$ cat src/rtl/uart_rt_pkg.sv
package uart_rt_pkg;
  typedef enum logic [1:0] {
    CM_NORMAL = 2'd0,
    CM_ECHO   = 2'd1,
    CM_LOCAL  = 2'd2,
    CM_REMOTE = 2'd3
  } chan_mode_e;

  localparam int CTRL_W = 9;
  localparam logic [CTRL_W-1:0] CTRL_RST = 9'h128;
  localparam int CB_RX_FLUSH = 0;
  localparam int CB_TX_FLUSH = 1;
  localparam int CB_RX_EN    = 2;
  localparam int CB_RX_DIS   = 3;
  localparam int CB_TX_EN    = 4;
  localparam int CB_TX_DIS   = 5;

  function automatic logic line_feeds_rx(input logic [1:0] m);
    return (m == CM_NORMAL) || (m == CM_ECHO);
  endfunction

  function automatic logic line_feeds_tx(input logic [1:0] m);
    return (m == CM_ECHO) || (m == CM_REMOTE);
  endfunction
endpackage

$ cat src/rtl/uart_rt_fifo.sv
module uart_rt_fifo #(
  parameter int W     = 8,
  parameter int DEPTH = 8
) (
  input  logic         clk_i,
  input  logic         rst_ni,
  input  logic         flush_i,
  input  logic         push_i,
  input  logic [W-1:0] wdata_i,
  input  logic         pop_i,
  output logic [W-1:0] rdata_o,
  output logic         full_o,
  output logic         empty_o
);
  localparam int AW = (DEPTH > 1) ? $clog2(DEPTH) : 1;
  localparam int CW = $clog2(DEPTH + 1);

  logic [W-1:0]  mem [DEPTH];
  logic [AW-1:0] wptr, rptr;
  logic [CW-1:0] cnt;
  logic          do_push, do_pop;

  function automatic logic [AW-1:0] nxt(input logic [AW-1:0] p);
    return (p == AW'(DEPTH - 1)) ? '0 : p + 1'b1;
  endfunction

  assign full_o  = (cnt == CW'(DEPTH));
  assign empty_o = (cnt == '0);
  assign do_push = push_i & ~full_o;
  assign do_pop  = pop_i & ~empty_o;
  assign rdata_o = mem[rptr];

  always_ff @(posedge clk_i or negedge rst_ni) begin
    if (!rst_ni) begin
      wptr <= '0;
      rptr <= '0;
      cnt  <= '0;
    end else if (flush_i) begin
      wptr <= '0;
      rptr <= '0;
      cnt  <= '0;
    end else begin
      if (do_push) wptr <= nxt(wptr);
      if (do_pop)  rptr <= nxt(rptr);
      cnt <= cnt + CW'(do_push) - CW'(do_pop);
    end
  end

  always_ff @(posedge clk_i) begin
    if (do_push && !flush_i) mem[wptr] <= wdata_i;
  end
endmodule

$ cat src/rtl/uart_rt_route.sv
module uart_rt_route
  import uart_rt_pkg::*;
#(
  parameter int W = 8
) (
  input  logic [1:0]   mode_i,
  input  logic         rx_act_i,
  input  logic         tx_act_i,
  input  logic         line_valid_i,
  input  logic         line_break_i,
  input  logic [W-1:0] line_data_i,
  input  logic         host_wr_i,
  input  logic [W-1:0] host_wdata_i,
  input  logic         rx_full_i,
  input  logic         tx_full_i,
  output logic         rx_push_o,
  output logic [W-1:0] rx_wdata_o,
  output logic         tx_push_o,
  output logic [W-1:0] tx_wdata_o,
  output logic         rx_accept_o,
  output logic         line_ready_o,
  output logic         ovr_o
);
  logic         byte_v, to_rx, to_tx, host_tx, host_rx;
  logic [W-1:0] byte_d;

  // break is a zero byte on the normal path
  assign byte_v  = line_valid_i | line_break_i;
  assign byte_d  = line_break_i ? '0 : line_data_i;
  assign to_rx   = line_feeds_rx(mode_i);
  assign to_tx   = line_feeds_tx(mode_i);
  assign host_tx = host_wr_i & (mode_i == CM_NORMAL);
  assign host_rx = host_wr_i & (mode_i == CM_LOCAL);

  assign rx_push_o  = rx_act_i & ((byte_v & to_rx) | host_rx);
  assign rx_wdata_o = host_rx ? host_wdata_i : byte_d;
  assign tx_push_o  = tx_act_i & ((byte_v & to_tx) | host_tx);
  assign tx_wdata_o = host_tx ? host_wdata_i : byte_d;

  assign rx_accept_o  = rx_push_o & ~rx_full_i;
  assign ovr_o        = (rx_push_o & rx_full_i) | (tx_push_o & tx_full_i);
  assign line_ready_o = ~(to_rx & rx_full_i) & ~(to_tx & tx_full_i);
endmodule

$ cat src/rtl/uart_rt_timeout.sv
module uart_rt_timeout #(
  parameter int TO_CHARS = 4
) (
  input  logic clk_i,
  input  logic rst_ni,
  input  logic restart_i,
  input  logic tick_i,
  input  logic enable_i,
  output logic fire_o
);
  localparam int CW = $clog2(TO_CHARS + 1);

  logic [CW-1:0] cnt;
  logic          armed;

  always_ff @(posedge clk_i or negedge rst_ni) begin
    if (!rst_ni) begin
      cnt    <= '0;
      armed  <= 1'b0;
      fire_o <= 1'b0;
    end else if (restart_i) begin
      cnt    <= '0;
      armed  <= 1'b1;
      fire_o <= 1'b0;
    end else begin
      fire_o <= 1'b0;
      if (armed && tick_i) begin
        if (cnt == CW'(TO_CHARS - 1)) begin
          armed  <= 1'b0;
          fire_o <= enable_i;
        end else begin
          cnt <= cnt + 1'b1;
        end
      end
    end
  end
endmodule

$ cat src/rtl/uart_chan_router.sv
module uart_chan_router
  import uart_rt_pkg::*;
#(
  parameter int W        = 8,
  parameter int RX_DEPTH = 8,
  parameter int TX_DEPTH = 8,
  parameter int TO_CHARS = 4,
  parameter int TW       = 8
) (
  input  logic              clk_i,
  input  logic              rst_ni,
  input  logic [1:0]        mode_i,
  input  logic              ctrl_wr_i,
  input  logic [CTRL_W-1:0] ctrl_wdata_i,
  output logic [CTRL_W-1:0] ctrl_o,
  input  logic [TW-1:0]     timeout_val_i,
  input  logic              char_tick_i,
  input  logic              line_valid_i,
  input  logic              line_break_i,
  input  logic [W-1:0]      line_data_i,
  output logic              line_ready_o,
  input  logic              host_wr_i,
  input  logic [W-1:0]      host_wdata_i,
  input  logic              host_rd_i,
  output logic [W-1:0]      host_rdata_o,
  output logic              tx_valid_o,
  output logic [W-1:0]      tx_data_o,
  input  logic              tx_ready_i,
  output logic              ovr_o,
  output logic              timeout_o
);
  logic [CTRL_W-1:0] ctrl_q;
  logic              rx_act, tx_act;
  logic              rx_push, tx_push, rx_accept, ovr_raw;
  logic [W-1:0]      rx_wdata, tx_wdata, rx_head;
  logic              rx_full, rx_empty, tx_full, tx_empty;
  logic              rd_ok;

  // flush bits stay visible for one cycle, then act and clear
  always_ff @(posedge clk_i or negedge rst_ni) begin
    if (!rst_ni) begin
      ctrl_q <= CTRL_RST;
    end else if (ctrl_wr_i) begin
      ctrl_q <= ctrl_wdata_i;
    end else begin
      ctrl_q[CB_RX_FLUSH] <= 1'b0;
      ctrl_q[CB_TX_FLUSH] <= 1'b0;
    end
  end

  assign ctrl_o = ctrl_q;
  assign rx_act = ctrl_q[CB_RX_EN] & ~ctrl_q[CB_RX_DIS];
  assign tx_act = ctrl_q[CB_TX_EN] & ~ctrl_q[CB_TX_DIS];

  uart_rt_route #(.W(W)) u_route (
    .mode_i       (mode_i),
    .rx_act_i     (rx_act),
    .tx_act_i     (tx_act),
    .line_valid_i (line_valid_i),
    .line_break_i (line_break_i),
    .line_data_i  (line_data_i),
    .host_wr_i    (host_wr_i),
    .host_wdata_i (host_wdata_i),
    .rx_full_i    (rx_full),
    .tx_full_i    (tx_full),
    .rx_push_o    (rx_push),
    .rx_wdata_o   (rx_wdata),
    .tx_push_o    (tx_push),
    .tx_wdata_o   (tx_wdata),
    .rx_accept_o  (rx_accept),
    .line_ready_o (line_ready_o),
    .ovr_o        (ovr_raw)
  );

  assign rd_ok        = host_rd_i & rx_act & ~rx_empty;
  assign host_rdata_o = rd_ok ? rx_head : '0;

  uart_rt_fifo #(.W(W), .DEPTH(RX_DEPTH)) u_rx_fifo (
    .clk_i   (clk_i),
    .rst_ni  (rst_ni),
    .flush_i (ctrl_q[CB_RX_FLUSH]),
    .push_i  (rx_push),
    .wdata_i (rx_wdata),
    .pop_i   (rd_ok),
    .rdata_o (rx_head),
    .full_o  (rx_full),
    .empty_o (rx_empty)
  );

  assign tx_valid_o = ~tx_empty;

  uart_rt_fifo #(.W(W), .DEPTH(TX_DEPTH)) u_tx_fifo (
    .clk_i   (clk_i),
    .rst_ni  (rst_ni),
    .flush_i (ctrl_q[CB_TX_FLUSH]),
    .push_i  (tx_push),
    .wdata_i (tx_wdata),
    .pop_i   (tx_ready_i & tx_valid_o),
    .rdata_o (tx_data_o),
    .full_o  (tx_full),
    .empty_o (tx_empty)
  );

  uart_rt_timeout #(.TO_CHARS(TO_CHARS)) u_timeout (
    .clk_i     (clk_i),
    .rst_ni    (rst_ni),
    .restart_i (rx_accept),
    .tick_i    (char_tick_i),
    .enable_i  (timeout_val_i != '0),
    .fire_o    (timeout_o)
  );

  always_ff @(posedge clk_i or negedge rst_ni) begin
    if (!rst_ni) ovr_o <= 1'b0;
    else         ovr_o <= ovr_raw;
  end
endmodule

$ cat config.mk
export PLATFORM = sky130hd
export DESIGN_NAME = uart_chan_router
export DESIGN_NICKNAME = d
export VERILOG_FILES = /design/src/rtl/uart_rt_pkg.sv /design/src/rtl/uart_rt_fifo.sv /design/src/rtl/uart_rt_route.sv /design/src/rtl/uart_rt_timeout.sv /design/src/rtl/uart_chan_router.sv
export SDC_FILE = /design/constraint.sdc
export NUM_CORES = 1
export LEC_CHECK = 0
export ABC_CLOCK_PERIOD_IN_PS = 2500
export BUFFER_PORTS_ARGS = -buffer_cell sky130_fd_sc_hd__buf_2
export CELL_PAD_IN_SITES_DETAIL_PLACEMENT = 2
export CELL_PAD_IN_SITES_GLOBAL_PLACEMENT = 2
export CORE_UTILIZATION = 39
export CTS_CLUSTER_SIZE = 28
export DETAILED_ROUTE_END_ITERATION = 10
export PLACE_DENSITY = 0.78
export SLEW_MARGIN = 20
export SYNTH_ARGS = -nofsm -noshare
export SYNTH_HDL_FRONTEND = slang
export SYNTH_SLANG_ARGS = --single-unit
$ cat constraint.sdc
create_clock -name clk_i -period 2.5 [get_ports clk_i]
set_clock_uncertainty 0.1 [all_clocks]
set_input_delay 0.375 -clock clk_i [delete_from_list [all_inputs] [get_ports clk_i]]
set_output_delay 0.375 -clock clk_i [all_outputs]
set_load 0.02 [all_outputs]
==> Yosys cells after proc, flatten, opt, wreduce, memory -nomap -nowiden <==
Memories as Yosys holds them, arrays and structs flattened.
Cells that the tools add are included.
{ "word_totals": {"regBits": 35, "latch_bits": 0, "ramBits": 128, "rom_bits": 0, "wordCells": 117, "n_memories": 2} }
{ "mem_list": {"columns": ["memory", "words", "width", "rd", "rd_ports_with_merged_regs", "wr", "line", "text"], "rows": [
  ["u_rx_fifo.mem", 8, 8, 1, 0, 1, "uart_rt_fifo.sv:18", "logic [W-1:0] mem [DEPTH];"],
  ["u_tx_fifo.mem", 8, 8, 1, 0, 1, "uart_rt_fifo.sv:18", null]
]} }
{ "op_classes": {"addsub": 9, "n_mul": 0, "n_div": 0, "magnitude_cmp": 0, "n_eq_ne": 11, "shifts": 0, "n_mux": 32, "bitwise": 32, "reduce_logical": 19} }
{ "ops": {"columns": ["cell", "count"], "rows": [
  ["3-bit 2-to-1 mux", 15],
  ["8-bit 2-to-1 mux", 4],
  ["1-bit bitwise AND", 20],
  ["3-bit by 1-bit adder with 3-bit output (second input constant)", 5],
  ["3-bit == test (second input constant)", 4],
  ["2-bit nonzero test", 6],
  ["1-bit 2-to-1 mux", 10],
  ["4-bit by 1-bit adder with 4-bit output", 2],
  ["4-bit == test (second input constant)", 2],
  ["4-bit zero test", 2],
  ["4-bit 2-to-1 mux", 2],
  ["1-bit inverter", 8],
  ["8-bit nonzero test", 1],
  ["4-bit by 1-bit subtractor with 4-bit output", 2],
  ["2-bit == test (second input constant)", 2],
  ["1-bit OR", 4],
  ["2-bit AND reduction", 2],
  ["3-bit by 2-bit == test with 1-bit output (second input constant)", 1],
  ["1-bit logical AND", 3],
  ["2-bit by 1-bit == test with 1-bit output (second input constant)", 1],
  ["1-bit zero test", 2],
  ["2-bit zero test", 1],
  ["1-bit logical OR", 2],
  ["2-bit 2-to-1 mux", 1],
  ["2-bit inequality test (second input constant)", 1]
]} }

==> Depth between registers and ports, before layout <==
{ "logic_depth": {"depth_word": 9, "depth_mapped": 10, "mapped_depth_nobuf": 10} }

==> Modules after synthesis <==
From an unflattened synthesis, not the netlist that was laid out.
{ "unflattened": {"cells_unflattened": 436, "hier_area_um2": 7385.8} }
{ "modules_own_cells": {"columns": ["mod", "instances", "cells_each", "area_per_inst_um2"], "rows": [
  ["uart_rt_fifo (u_rx_fifo)", 1, 173, 3178.0],
  ["uart_rt_fifo (u_tx_fifo)", 1, 169, 3159.3],
  ["uart_chan_router", 1, 37, 456.7],
  ["uart_rt_route", 1, 35, 334.1],
  ["uart_rt_timeout", 1, 22, 257.7]
]} }

==> Worst setup path before layout <==
No wires, ideal clock.
{ "synth_path": {"path_type": "in2reg", "start": "input mode_i[1]", "end": "memory u_tx_fifo.mem[1][0], enable pin", "setup_ns": 0.398, "arrival_time_ns": 2.317, "required_time_ns": 2.002, "slack_ns": -0.315, "stages": 4, "cell_sequence": "or3b_4 buf_6 a2111o_1 nor4b_1"} }
{ "synth_via": {"elab_chain_cells": 9, "elab_cells_between_ends": 12, "cone_classes": "2 x eq/ne; 2 x mux; 5 x bitwise; 3 x reduce/logical"} }
{ "synth_rtl": {"columns": ["item", "line", "text"], "rows": [
  ["from (decl)", "uart_chan_router.sv:12", "input logic [1:0] mode_i,"],
  ["2-bit by 1-bit == test with 1-bit output / 2-bit == test (equally long branches)", "uart_rt_pkg.sv:23", "return (m == CM_ECHO) || (m == CM_REMOTE);"],
  ["1-bit logical OR", "uart_rt_pkg.sv:23", null],
  ["1-bit bitwise AND", "uart_rt_route.sv:37", "assign tx_push_o = tx_act_i & ((byte_v & to_tx) | host_tx);"],
  ["1-bit OR *", "uart_rt_route.sv:37", null],
  ["1-bit bitwise AND *", "uart_rt_route.sv:37", null],
  ["1-bit bitwise AND *", "uart_rt_fifo.sv:29", "assign do_push = push_i & ~full_o;"],
  ["1-bit logical AND *", "uart_rt_fifo.sv:50", "if (do_push && !flush_i) mem[wptr] <= wdata_i;"],
  ["1-bit 2-to-1 mux *", "uart_rt_fifo.sv:50", null],
  ["1-bit 2-to-1 mux (not written as such) *", "uart_rt_fifo.sv:50", null],
  ["to (decl)", "uart_rt_fifo.sv:18", null]
]} }
Mark *: on every way between the ends. The rest lies on a longest branch, timed or not.

==> Final worst setup path <==
{ "layout_path": {"start": "register u_rx_fifo.cnt[3]", "end": "output host_rdata_o[2]"} }
{ "layout_via": {"elab_chain_cells": 4} }
{ "layout_rtl": {"columns": ["item", "line", "text"], "rows": [
  ["from (decl)", "uart_rt_fifo.sv:20", "logic [CW-1:0] cnt;"],
  ["from (signal assigned)", "uart_rt_fifo.sv:45", "cnt <= cnt + CW'(do_push) - CW'(do_pop);"],
  ["4-bit zero test", "uart_rt_fifo.sv:28", "assign empty_o = (cnt == '0);"],
  ["1-bit inverter", "uart_chan_router.sv:75", "assign rd_ok = host_rd_i & rx_act & ~rx_empty;"],
  ["1-bit bitwise AND", "uart_chan_router.sv:75", null],
  ["8-bit 2-to-1 mux", "uart_chan_router.sv:76", "assign host_rdata_o = rd_ok ? rx_head : '0;"],
  ["to (decl)", "uart_chan_router.sv:25", "output logic [W-1:0] host_rdata_o,"]
]} }
Every way passes these cells.

==> qor.yml <==
sta:
  finalWorstSetupSlack_ns: -0.00969
  fmax_ghz: 0.398
  slew_headroom_pct: 27.2
  rsz0062_at_grt: "yes"
  final-setup-viol-count: 1
  period_needed_ns: 2.51
  final_hold_viol_count: 0
  hold-worst-slack_ns: 0.0614
  worst_pin_slew_ns: 1.08
  fin_tns_setup_ns: -0.00969
  maxSlewViolCount: 0
  final.period_utilization_pct: 100
global_routing:
  grt_pass1_wl_mm: 29.1
  grt_max_degree: 36
  grt_usage_pct: 21.7
  grt_overflow_total: 0
  antenna_found_initial: 0
  grt_pass1_vias: 4918
yosys:
  synth_fa_ha_area_share_pct: 4.21
  netlist_instances: 446
  synth-seq-cells: 163
  ys_types: 42
  yosys.area_share.simple_pct: 8.07
  synth_compound_area_share_pct: 5.18
  yosysTopAreaCellShare_pct: 53.4
  yosys_warnings: 0
  synth-xor-area-share_pct: 0.365
  yosysSeqAreaShare_pct: 65.6
  syn-num-nets: 513
  synth_area_um2: 7200
  ys_top_cells_by_area: "edfxtp_1 53%, dfrtp_1 11%, mux4_2 10%, ha_1 3.7%, mux2_2 3.1%"
  avgSynthCellArea_um2: 16.1
  synth_top_family_by_area: "multiplexers"
  yosysTopAreaCell: "edfxtp_1"
  muxShareOfSynthArea_pct: 13.7
routing:
  totalWireLength_mm: 19.0
  antenna_left: 0
  wl_per_cell_um: 23.8
  drt_iter0_drc: 232
  num_vias: 4373
  via_per_inst: 5.48
  post-route-drc-count: 0
  drt-pass1-iter-count: 4
floorplan:
  die_h_um: 138
  core_um2: 18000
  die_x_um: 138
  io_pins: 73
  initial_core_util_pct: 39.9
  row_count: 49
  die_area_um2: 19000
critical_path:
  end_kind: "output port"
  cp_max_fo: 8
  cp-start-kind: "flip-flop"
  arrival_ns: 2.03
  required_ns: 2.03
  worstSetupPathType: "flip-flop to output port"
cts:
  cts.sinks: 163
  cts_tree: "yes"
  cts_root_buf: "clkbuf_16"
  numCtsBuffers: 17
  clkTransAtPathRegs_ns: 0.07
  clk_latency_ns: 0.43
  htreeDepth: 4
  ctsLongestPathBuffers: 2
placement:
  portBuffers: 72
  dp_slack_ns: 0.0138
  dp_hpwl_mm: 13.4
  place_congestion: 0.752
power:
  p_per_area_nw_per_um2: 930
  p_leak_uw: 0.00331
  totalPowerFinal_uw: 8180
  peakVddDrop_mv: 0.457
cells_and_area:
  fin_util_pct: 48.8
  diodes: 0
  nets: 623
  area_delta_synth_final_pct: 22.2
  final_cell_mix: "128 x edfxtp_1, 69 x buf_2, 33 x buf_4"
  fill_cells: 1714
  drive_above_1_share_pct: 39.0
  layout_commonest_cell: "edfxtp_1"
worst_hold_path:
  holdCritPathClass: "primary input to flip-flop"
status:
  status: "finished with violations"
  violations: "negative setup slack"
job:
  cap_violations: 0
[per-stage QoR]
| step | area (um^2) | std cells |
|---|---|---|
| 2_1_floorplan | 7220 | 446 |
| 3_3_place_gp | 8000 | 755 |
| 3_5_place_dp | 8000 | 755 |
| 4_1_cts | 8740 | 797 |
| 5_1_grt | 8790 | 798 |
| 6_report | 8790 | 798 |
[kinds of logic (layout without fill, tap and decap cells)]
family | Yosys count | count (layout)
compound gates | 57 | 57
xor+xnor | 3 | 3
fa+ha+maj | 23 | 23
buf+inv | 49 | 172
flops | 163 | 163
mux | 56 | 56
simple gates | 95 | 95
[area by class of cell]
class                           count  area [um^2]  share of cell area, %
Sequential cell                   163         4730                   53.7
Multi-Input combinational cell    234         2350                   26.7
Timing Repair Buffer              113          767                   8.72
Clock buffer                       17          425                   4.84
Tap cell                          229          287                   3.26
Clock inverter                     15          140                   1.59
Inverter                           27          101                   1.15
[registers in the layout, indices dropped and copies added (netlist names), 4 cells and up]
signal	cells
ctrl_o	9
u_rx_fifo.mem	64
u_tx_fifo.mem	64
u_rx_fifo.cnt	4
u_tx_fifo.cnt	4
[power by group]
group          total (uW)  switching (uW)  internal [uW]
Combinational        2300            1120           1180
Clock                2510            1200           1320
Sequential           3360             227           3130
[layer usage]
layer	up-vias	track usage (%)	part of all wire, %
met2	98	38.6	53
met3	11	3.97	4.0
met5	-	0	0
met4	0	5.98	0.86
li1	1952	-	-
met1	2312	27.0	42
[path summary, 6_finish.rpt]
path                                             start                            end  slack [ns]  cells past startpoint
setup / recovery            u_rx_fifo.cnt[3]$_DFF_PN0_                host_rdata_o[2]       -0.01                      6
hold / removal                         ctrl_wdata_i[1]            ctrl_o[1]$_DFF_PN0_        0.06                      2
setup reg to reg            u_rx_fifo.cnt[3]$_DFF_PN0_  u_rx_fifo.mem[4][4]$_DFFE_PP_        0.10                      8
hold reg to reg            u_timeout.armed$_DFFE_PN0P_    u_timeout.armed$_DFFE_PN0P_        0.41                      1
max in group asynchronous                       rst_ni  u_rx_fifo.rptr[1]$_DFFE_PN0P_        1.23                      2
min in group asynchronous                       rst_ni    u_timeout.armed$_DFFE_PN0P_        0.48                      2
[synthesized netlist by cell type (all sizes together)]
cell and number:
nor4b 2, nor2b 8, a21o 3, or3 2, nand3 5, nor2 16, a2111o 2, clkbuf 12
nor4 4, nor3b 6, mux4 32, mux2 20, a22o 9, nand2b 2, fa 2, dfrtp 32
a211o 1, a21oi 11, inv 27, edfxtp 128, nand2 8, or4 1, nor3 6, xnor2 3
and2 2, o21ai 23, and3 6, a211oi 7, nand4b 1, nand3b 19, dfstp 3, ha 21
and3b 3, or3b 4, mux2i 4, buf 10, o21bai 1
[timing repair]
action | in CTS | in global routing
endpoints found under the hold margin | 32 | 0
endpoints found under the setup margin | 18 | 22
hold buffers | 1 | 0
buffers inserted | 8 | 1
resized for setup | 17 | 12
gates cloned | 1 | 0
pin swaps | 1 | 3
[worst max-delay path, cell delays in order, from the launching register on]
cell and delay (ns):
dfrtp_1 0.39, inv_1 0.06, ha_2 0.17, or3b_4 0.38, and3_4 0.22, a22o_1 0.26
buf_6 0.14
Note: power is estimated with default switching activity, not from simulation.
